File: config.mk
export PLATFORM = sky130hd
export DESIGN_NAME = ptw_walker
export DESIGN_NICKNAME = d
export VERILOG_FILES = /design/src/rtl/ptw_pkg.sv /design/src/rtl/ptw_addr_gen.sv /design/src/rtl/ptw_desc_check.sv /design/src/rtl/ptw_walker.sv
export SDC_FILE = /design/constraint.sdc
export NUM_CORES = 1
export LEC_CHECK = 0
export ABC_AREA = 0
export BUFFER_PORTS_ARGS = -buffer_cell sky130_fd_sc_hd__buf_4
export CAP_MARGIN = 20
export CORE_MARGIN = 10
export CORE_UTILIZATION = 35
export DETAILED_ROUTE_END_ITERATION = 8
export SLEW_MARGIN = 30
export SYNTH_ARGS = -nofsm -noshare
export SYNTH_HDL_FRONTEND = slang
export SYNTH_SLANG_ARGS = --single-unit
File: constraint.sdc
create_clock -name clk -period 3 [get_ports clk]
set_clock_uncertainty 0.05 [all_clocks]
set_input_delay 0.75 -clock clk [delete_from_list [all_inputs] [get_ports clk]]
set_output_delay 0.75 -clock clk [all_outputs]
set_load 0.01 [all_outputs]
File: src/rtl/ptw_pkg.sv
package ptw_pkg;
    localparam int VA_W   = 32;
    localparam int CODE_W = 5;

    typedef enum logic [2:0] {
        S_IDLE, S_DIR_ISSUE, S_DIR_WAIT, S_LEAF_ISSUE, S_LEAF_WAIT, S_REPORT
    } walk_state_t;

    localparam logic [1:0] ACC_LOAD  = 2'd0;
    localparam logic [1:0] ACC_STORE = 2'd1;
    localparam logic [1:0] ACC_FETCH = 2'd2;

    localparam logic [1:0] TY_TABLE = 2'b00;
    localparam logic [1:0] TY_BIG   = 2'b01;
    localparam logic [1:0] TY_SMALL = 2'b00;

    localparam logic [CODE_W-1:0] FC_NONE      = 5'h00;
    localparam logic [CODE_W-1:0] FC_TBL_ABS   = 5'h05;
    localparam logic [CODE_W-1:0] FC_LEAF_ABS  = 5'h08;
    localparam logic [CODE_W-1:0] FC_BIG_ABS   = 5'h0B;
    localparam logic [CODE_W-1:0] FC_NO_LOAD   = 5'h11;
    localparam logic [CODE_W-1:0] FC_NO_STORE  = 5'h12;
    localparam logic [CODE_W-1:0] FC_NO_FETCH  = 5'h13;
    localparam logic [CODE_W-1:0] FC_BAD_TYPE  = 5'h1F;
endpackage

File: src/rtl/ptw_addr_gen.sv
module ptw_addr_gen #(
    parameter int VA_W  = 32,
    parameter int OFF_W = 12,
    parameter int IDX_W = 10
) (
    input  logic [VA_W-1:0] base,
    input  logic [VA_W-1:0] vaddr,
    input  logic [VA_W-1:0] dir_desc,
    output logic [VA_W-1:0] dir_addr,
    output logic [VA_W-1:0] leaf_addr
);
    localparam int FRAME_W = VA_W - OFF_W;
    localparam int TOP_LO  = VA_W - IDX_W;
    localparam int MID_LO  = TOP_LO - IDX_W;

    assign dir_addr  = {base[VA_W-1:OFF_W], vaddr[VA_W-1:TOP_LO], 2'b00};
    assign leaf_addr = {dir_desc[VA_W-1:OFF_W], vaddr[TOP_LO-1:MID_LO], 2'b00};

    logic unused_bits;
    assign unused_bits = ^{base[OFF_W-1:0], vaddr[MID_LO-1:0], dir_desc[OFF_W-1:0], FRAME_W[0]};
endmodule

File: src/rtl/ptw_desc_check.sv
module ptw_desc_check
    import ptw_pkg::*;
#(
    parameter int VA_W = 32
) (
    input  logic [VA_W-1:0]   desc,
    input  logic              at_leaf,
    input  logic [VA_W-1:0]   vaddr,
    input  logic [1:0]        access,
    input  logic              user,
    output logic              descend,
    output logic              fault,
    output logic [CODE_W-1:0] code,
    output logic [VA_W-1:0]   paddr,
    output logic              big
);
    localparam int BIG_OFF   = 22;
    localparam int SMALL_OFF = 12;

    logic [1:0] kind;
    logic       present;
    logic       check_perm;

    assign kind    = desc[1:0];
    assign present = desc[2];

    always_comb begin
        descend    = 1'b0;
        code       = FC_NONE;
        paddr      = '0;
        big        = 1'b0;
        check_perm = 1'b0;
        if (!at_leaf) begin
            unique case (kind)
                TY_BIG: begin
                    if (!present) code = FC_BIG_ABS;
                    else begin
                        paddr      = {desc[VA_W-1:BIG_OFF], vaddr[BIG_OFF-1:0]};
                        big        = 1'b1;
                        check_perm = 1'b1;
                    end
                end
                TY_TABLE: begin
                    if (!present) code = FC_TBL_ABS;
                    else descend = 1'b1;
                end
                default: code = FC_BAD_TYPE;
            endcase
        end else begin
            if (!present)              code = FC_LEAF_ABS;
            else if (kind != TY_SMALL) code = FC_BAD_TYPE;
            else begin
                paddr      = {desc[VA_W-1:SMALL_OFF], vaddr[SMALL_OFF-1:0]};
                check_perm = 1'b1;
            end
        end
        if (check_perm && user) begin
            unique case (access)
                ACC_LOAD:  if (!desc[8]) code = FC_NO_LOAD;
                ACC_STORE: if (!desc[7]) code = FC_NO_STORE;
                ACC_FETCH: if (!desc[6]) code = FC_NO_FETCH;
                default:   ;
            endcase
        end
        fault = (code != FC_NONE);
    end

    logic unused_desc;
    assign unused_desc = ^{desc[11:9], desc[5:3]};
endmodule

File: src/rtl/ptw_walker.sv
module ptw_walker
    import ptw_pkg::*;
(
    input  logic        clk,
    input  logic        rst_n,
    input  logic        req_valid,
    output logic        req_ready,
    input  logic [31:0] req_vaddr,
    input  logic [1:0]  req_access,
    input  logic        req_user,
    input  logic [31:0] tbl_base,
    output logic        mem_rd_valid,
    output logic [31:0] mem_rd_addr,
    input  logic        mem_rsp_valid,
    input  logic [31:0] mem_rsp_data,
    output logic        done_valid,
    output logic        done_fault,
    output logic [4:0]  done_code,
    output logic [31:0] done_paddr,
    output logic        done_big
);
    walk_state_t state, nxt;

    logic [VA_W-1:0]   va_q, base_q, dir_desc_q;
    logic [1:0]        acc_q;
    logic              user_q;
    logic              res_fault, res_big;
    logic [CODE_W-1:0] res_code;
    logic [VA_W-1:0]   res_paddr;

    logic [VA_W-1:0]   dir_addr, leaf_addr;
    logic              dec_descend, dec_fault, dec_big;
    logic [CODE_W-1:0] dec_code;
    logic [VA_W-1:0]   dec_paddr;

    ptw_addr_gen #(.VA_W(VA_W)) u_addr (
        .base(base_q), .vaddr(va_q), .dir_desc(dir_desc_q),
        .dir_addr(dir_addr), .leaf_addr(leaf_addr)
    );

    ptw_desc_check #(.VA_W(VA_W)) u_check (
        .desc(mem_rsp_data), .at_leaf(state == S_LEAF_WAIT),
        .vaddr(va_q), .access(acc_q), .user(user_q),
        .descend(dec_descend), .fault(dec_fault), .code(dec_code),
        .paddr(dec_paddr), .big(dec_big)
    );

    // state register
    always_ff @(posedge clk) begin
        if (!rst_n) state <= S_IDLE;
        else        state <= nxt;
    end

    always_comb begin
        nxt = state;
        unique case (state)
            S_IDLE:       if (req_valid) nxt = S_DIR_ISSUE;
            S_DIR_ISSUE:  nxt = S_DIR_WAIT;
            S_DIR_WAIT:   if (mem_rsp_valid) nxt = dec_descend ? S_LEAF_ISSUE : S_REPORT;
            S_LEAF_ISSUE: nxt = S_LEAF_WAIT;
            S_LEAF_WAIT:  if (mem_rsp_valid) nxt = S_REPORT;
            S_REPORT:     nxt = S_IDLE;
            default:      nxt = S_IDLE;
        endcase
    end

    // captured request and walk result
    always_ff @(posedge clk) begin
        if (!rst_n) begin
            va_q       <= '0;
            base_q     <= '0;
            acc_q      <= ACC_LOAD;
            user_q     <= 1'b0;
            dir_desc_q <= '0;
            res_fault  <= 1'b0;
            res_code   <= FC_NONE;
            res_paddr  <= '0;
            res_big    <= 1'b0;
        end else if (state == S_IDLE && req_valid) begin
            va_q   <= req_vaddr;
            base_q <= tbl_base;
            acc_q  <= req_access;
            user_q <= req_user;
        end else if ((state == S_DIR_WAIT || state == S_LEAF_WAIT) && mem_rsp_valid) begin
            if (state == S_DIR_WAIT) dir_desc_q <= mem_rsp_data;
            res_fault <= dec_fault;
            res_code  <= dec_code;
            res_paddr <= dec_paddr;
            res_big   <= dec_big;
        end
    end

    // outputs
    always_comb begin
        req_ready    = (state == S_IDLE);
        mem_rd_valid = (state == S_DIR_ISSUE) || (state == S_LEAF_ISSUE);
        mem_rd_addr  = (state == S_LEAF_ISSUE) ? leaf_addr :
                       (state == S_DIR_ISSUE)  ? dir_addr  : '0;
        done_valid   = (state == S_REPORT);
        done_fault   = res_fault;
        done_code    = res_code;
        done_paddr   = res_paddr;
        done_big     = res_big;
    end

    AST_DIR_ADDR_FORM: assert property (@(posedge clk) disable iff (!rst_n)
        (state == S_DIR_ISSUE) |-> (mem_rd_addr[11:2] == va_q[31:22] && mem_rd_addr[31:12] == base_q[31:12] && mem_rd_addr[1:0] == 2'b00));
    AST_BIG_OFFSET: assert property (@(posedge clk) disable iff (!rst_n)
        (done_valid && !done_fault && done_big) |-> (done_paddr[21:0] == va_q[21:0]));
    AST_LEAF_ADDR_FORM: assert property (@(posedge clk) disable iff (!rst_n)
        (state == S_LEAF_ISSUE) |-> (mem_rd_addr[11:2] == va_q[21:12] && mem_rd_addr[31:12] == dir_desc_q[31:12]));
    AST_KERNEL_NO_DENY: assert property (@(posedge clk) disable iff (!rst_n)
        (done_valid && !user_q) |-> !(done_code == FC_NO_LOAD || done_code == FC_NO_STORE || done_code == FC_NO_FETCH));
    AST_READ_ONE_CYCLE: assert property (@(posedge clk) disable iff (!rst_n)
        mem_rd_valid |=> !mem_rd_valid);
    AST_BUSY_NOT_READY: assert property (@(posedge clk) disable iff (!rst_n)
        (mem_rd_valid || done_valid) |-> !req_ready);
    AST_DONE_PULSE: assert property (@(posedge clk) disable iff (!rst_n)
        done_valid |=> !done_valid);
    AST_OK_ZERO_CODE: assert property (@(posedge clk) disable iff (!rst_n)
        (done_valid && !done_fault) |-> (done_code == FC_NONE));
endmodule

==> out/results.ini <==
[worst_setup_path]
cp-start-kind = register
reg2reg_depth = 4
r2r_slack_ns = 0.88
worstPathArrival_ns = 1.99
critPathMaxFanout = 30
crit_required_ns = 2.20
path_class = reg -> out
endpoint_kind = primary output

[place]
place_congestion = 0.819
place_area_um2 = 6300
dp_hpwl_um = 11300
port_buffers = 156

[global_route]
overflow = 0
grt_pass1_wl_um = 26100
grt_pass1_vias = 4878
antenna_found_initial = 1
track_usage_pct = 16.3
grt_max_degree = 88

[layout]
seq_area_um2 = 2340
layout-drive-gt1-share_pct = 28.4
final_cell_mix = nand2_1 (176), buf_4 (165), dfxtp_1 (117), a21boi_0 (79), a22o_1 (30)
nets = 830
post-route-util_pct = 49.2
area_delta_synth_final_pct = 36.5
multi_input_area_um2 = 2470
final_common_cell = nand2_1
fillers = 1376
stdcell_area_um2 = 6910

[hold_path]
min_path_cells = 2
hold_class = reg -> reg

[power_and_ir_drop]
power.leakage_nw = 2.79
peakVddDrop_mv = 0.424
p_per_area_nw_per_um2 = 612

[clock_network]
postCtsSetupRepairBufs = 0
cts_tree = built
cts_buffers = 17
clkSlewWorstSetupHoldPaths_ns = 0.05
clockRootBuffer = clkbuf_16
ctsResizeCount = 0
clock_path_buffers = 2
cts_hold_buf = 0
ctsHtreeMaxLevel = 4
cts.sinks = 117
worst_skew_pair.late_latency_ns = 0.41

[routing]
drt_iter0_drc = 252
avgViaCountPerCell = 5.07
dr.pass1.iters = 5
wire_per_inst_um = 17.8
routed-via-count = 4661
drcViolationCount = 0
drt-total-wl_um = 16300
antenna_left = 0

[synth]
yosysUniqueCellTypes = 45
syn_inst = 595
synth_edf_count = 0
ys_async_sr_fraction_pct = 0
yosys_warnings = 0
syn-cell-area_um2 = 5060
yosys_register_bits = 117
ys_seq_area_share_pct = 46.2
yosys_most_used_dff = dfxtp_1
avgSynthCellArea_um2 = 8.51

[floorplan]
die-area_um2 = 19700
die_height_um = 140
design.core.area_um2 = 14000
fp-row-count = 43
fp.dieW_um = 140
ios = 177
initial_utilization_pct = 36.1

[sta]
setup_viol = 0
worstMarginPinSlew_ns = 0.771
maxSlewHeadroom_pct = 48.6
setup_tns_ns = 0
period_share_pct = 93.1
fin_crit_ns = 2.79
grt_setup_unrepaired = no
slew_viol_final = 0
max_freq_mhz = 358
hold_violations = 0

[outcome]
status = completed

[job]
drv_cap = 0

==> state kept, by name, indices dropped and copies added, names as in the netlist <==
signal	flops
acc_q	2
base_q	20
dir_desc_q	20
done_big	1
done_code	5
done_fault	1
done_paddr	32
state	3
user_q	1
va_q	32
==> power breakdown <==
group	internal, mW	switching [mW]	leakage, nW	total (mW)
sequential	1.64	0.0571	0.953	1.70
combinational	0.227	0.272	1.55	0.498
clock	1.35	0.686	0.294	2.03
total	3.21	1.01	2.79	4.23
==> cells by family after synthesis <==
| group | count (synthesis) | synth area share (%) |
|---|---|---|
| AO/OA/AOI/OAI | 160 | 24.3 |
| XOR/XNOR | 1 | 0.173 |
| adder cells (fa/ha/maj) | 1 | 0.198 |
| buffers and inverters | 55 | 5.34 |
| flip-flops | 117 | 46.2 |
| multiplexers | 5 | 1.28 |
| other | 1 | 0.0740 |
| AND/OR/NAND/NOR | 255 | 22.4 |
==> per-layer routing <==
metal / global-route usage (%) / vias up / share of wire, % / routed length (um)
met5: 0 / - / 0 / 0
met4: 5.43 / 0 / 1.7 / 280
met3: 5.85 / 24 / 6.3 / 1020
met2: 27.6 / 130 / 50 / 8120
met1: 18.6 / 2205 / 42 / 6910
li1: - / 2302 / - / -
==> Yosys cell counts, types with 2 or more instances <==
cell	n	area (um2)
a21boi_0	79	593
a21boi_1	20	150
a21oi_1	5	25.0
a221oi_1	11	96.3
a22o_1	30	263
a31oi_1	4	25.0
and2_1	3	18.8
buf_2	12	60.1
buf_4	3	22.5
buf_6	5	56.3
clkbuf_1	33	124
dfxtp_1	117	2340
mux2_2	2	22.5
mux2i_1	2	20.0
nand2_1	177	664
nand2b_1	3	18.8
nand3_1	22	110
nand3b_1	2	15.0
nor2_1	16	60.1
nor2b_1	2	12.5
nor3b_1	14	105
nor4_1	2	12.5
nor4bb_1	2	20.0
o21ai_0	5	25.0
o31ai_1	2	15.0
or2_2	2	12.5
or3b_1	2	17.5
==> per-stage QoR <==
step | cells | power, mW | hold slack (ns) | setup WS (ns)
CTS | 919 | 4.27 | 0.400 | 0.172
global placement | 888 | 2.22 | 0.390 | 0.640
global route | 919 | 4.41 | 0.428 | 0.0236
detailed placement | 888 | 2.23 | 0.393 | 0.606
finish | 920 | 4.23 | 0.400 | 0.208
floorplan | 596 | 2.00 | 0.393 | 0.849
==> final cells by class <==
class	count	share of cell area [%]
clock buffer	24	7.40
clock inverter	7	1.36
inverter	1	0.0543
tap	180	3.26
timing repair buffer	166	18.2
multi-input combinational	424	35.8
sequential	117	33.9
antenna	1	0.0362
==> critical path, cell delays in order (launching register included) <==
cell     delay, ns
dfxtp_1       0.50
nor2b_1       0.21
and2_1        0.14
buf_4         0.35
a22o_1        0.24
buf_4         0.14
==> worst paths after layout <==
path	from	to
setup / recovery	state[0]	mem_rd_addr[12]
hold / removal	done_paddr[30]	done_paddr[30]
setup reg to reg	state[1]	done_code[0]
hold reg to reg	done_paddr[30]	done_paddr[30]
No activity file was read; power rests on OpenSTA's default activity.
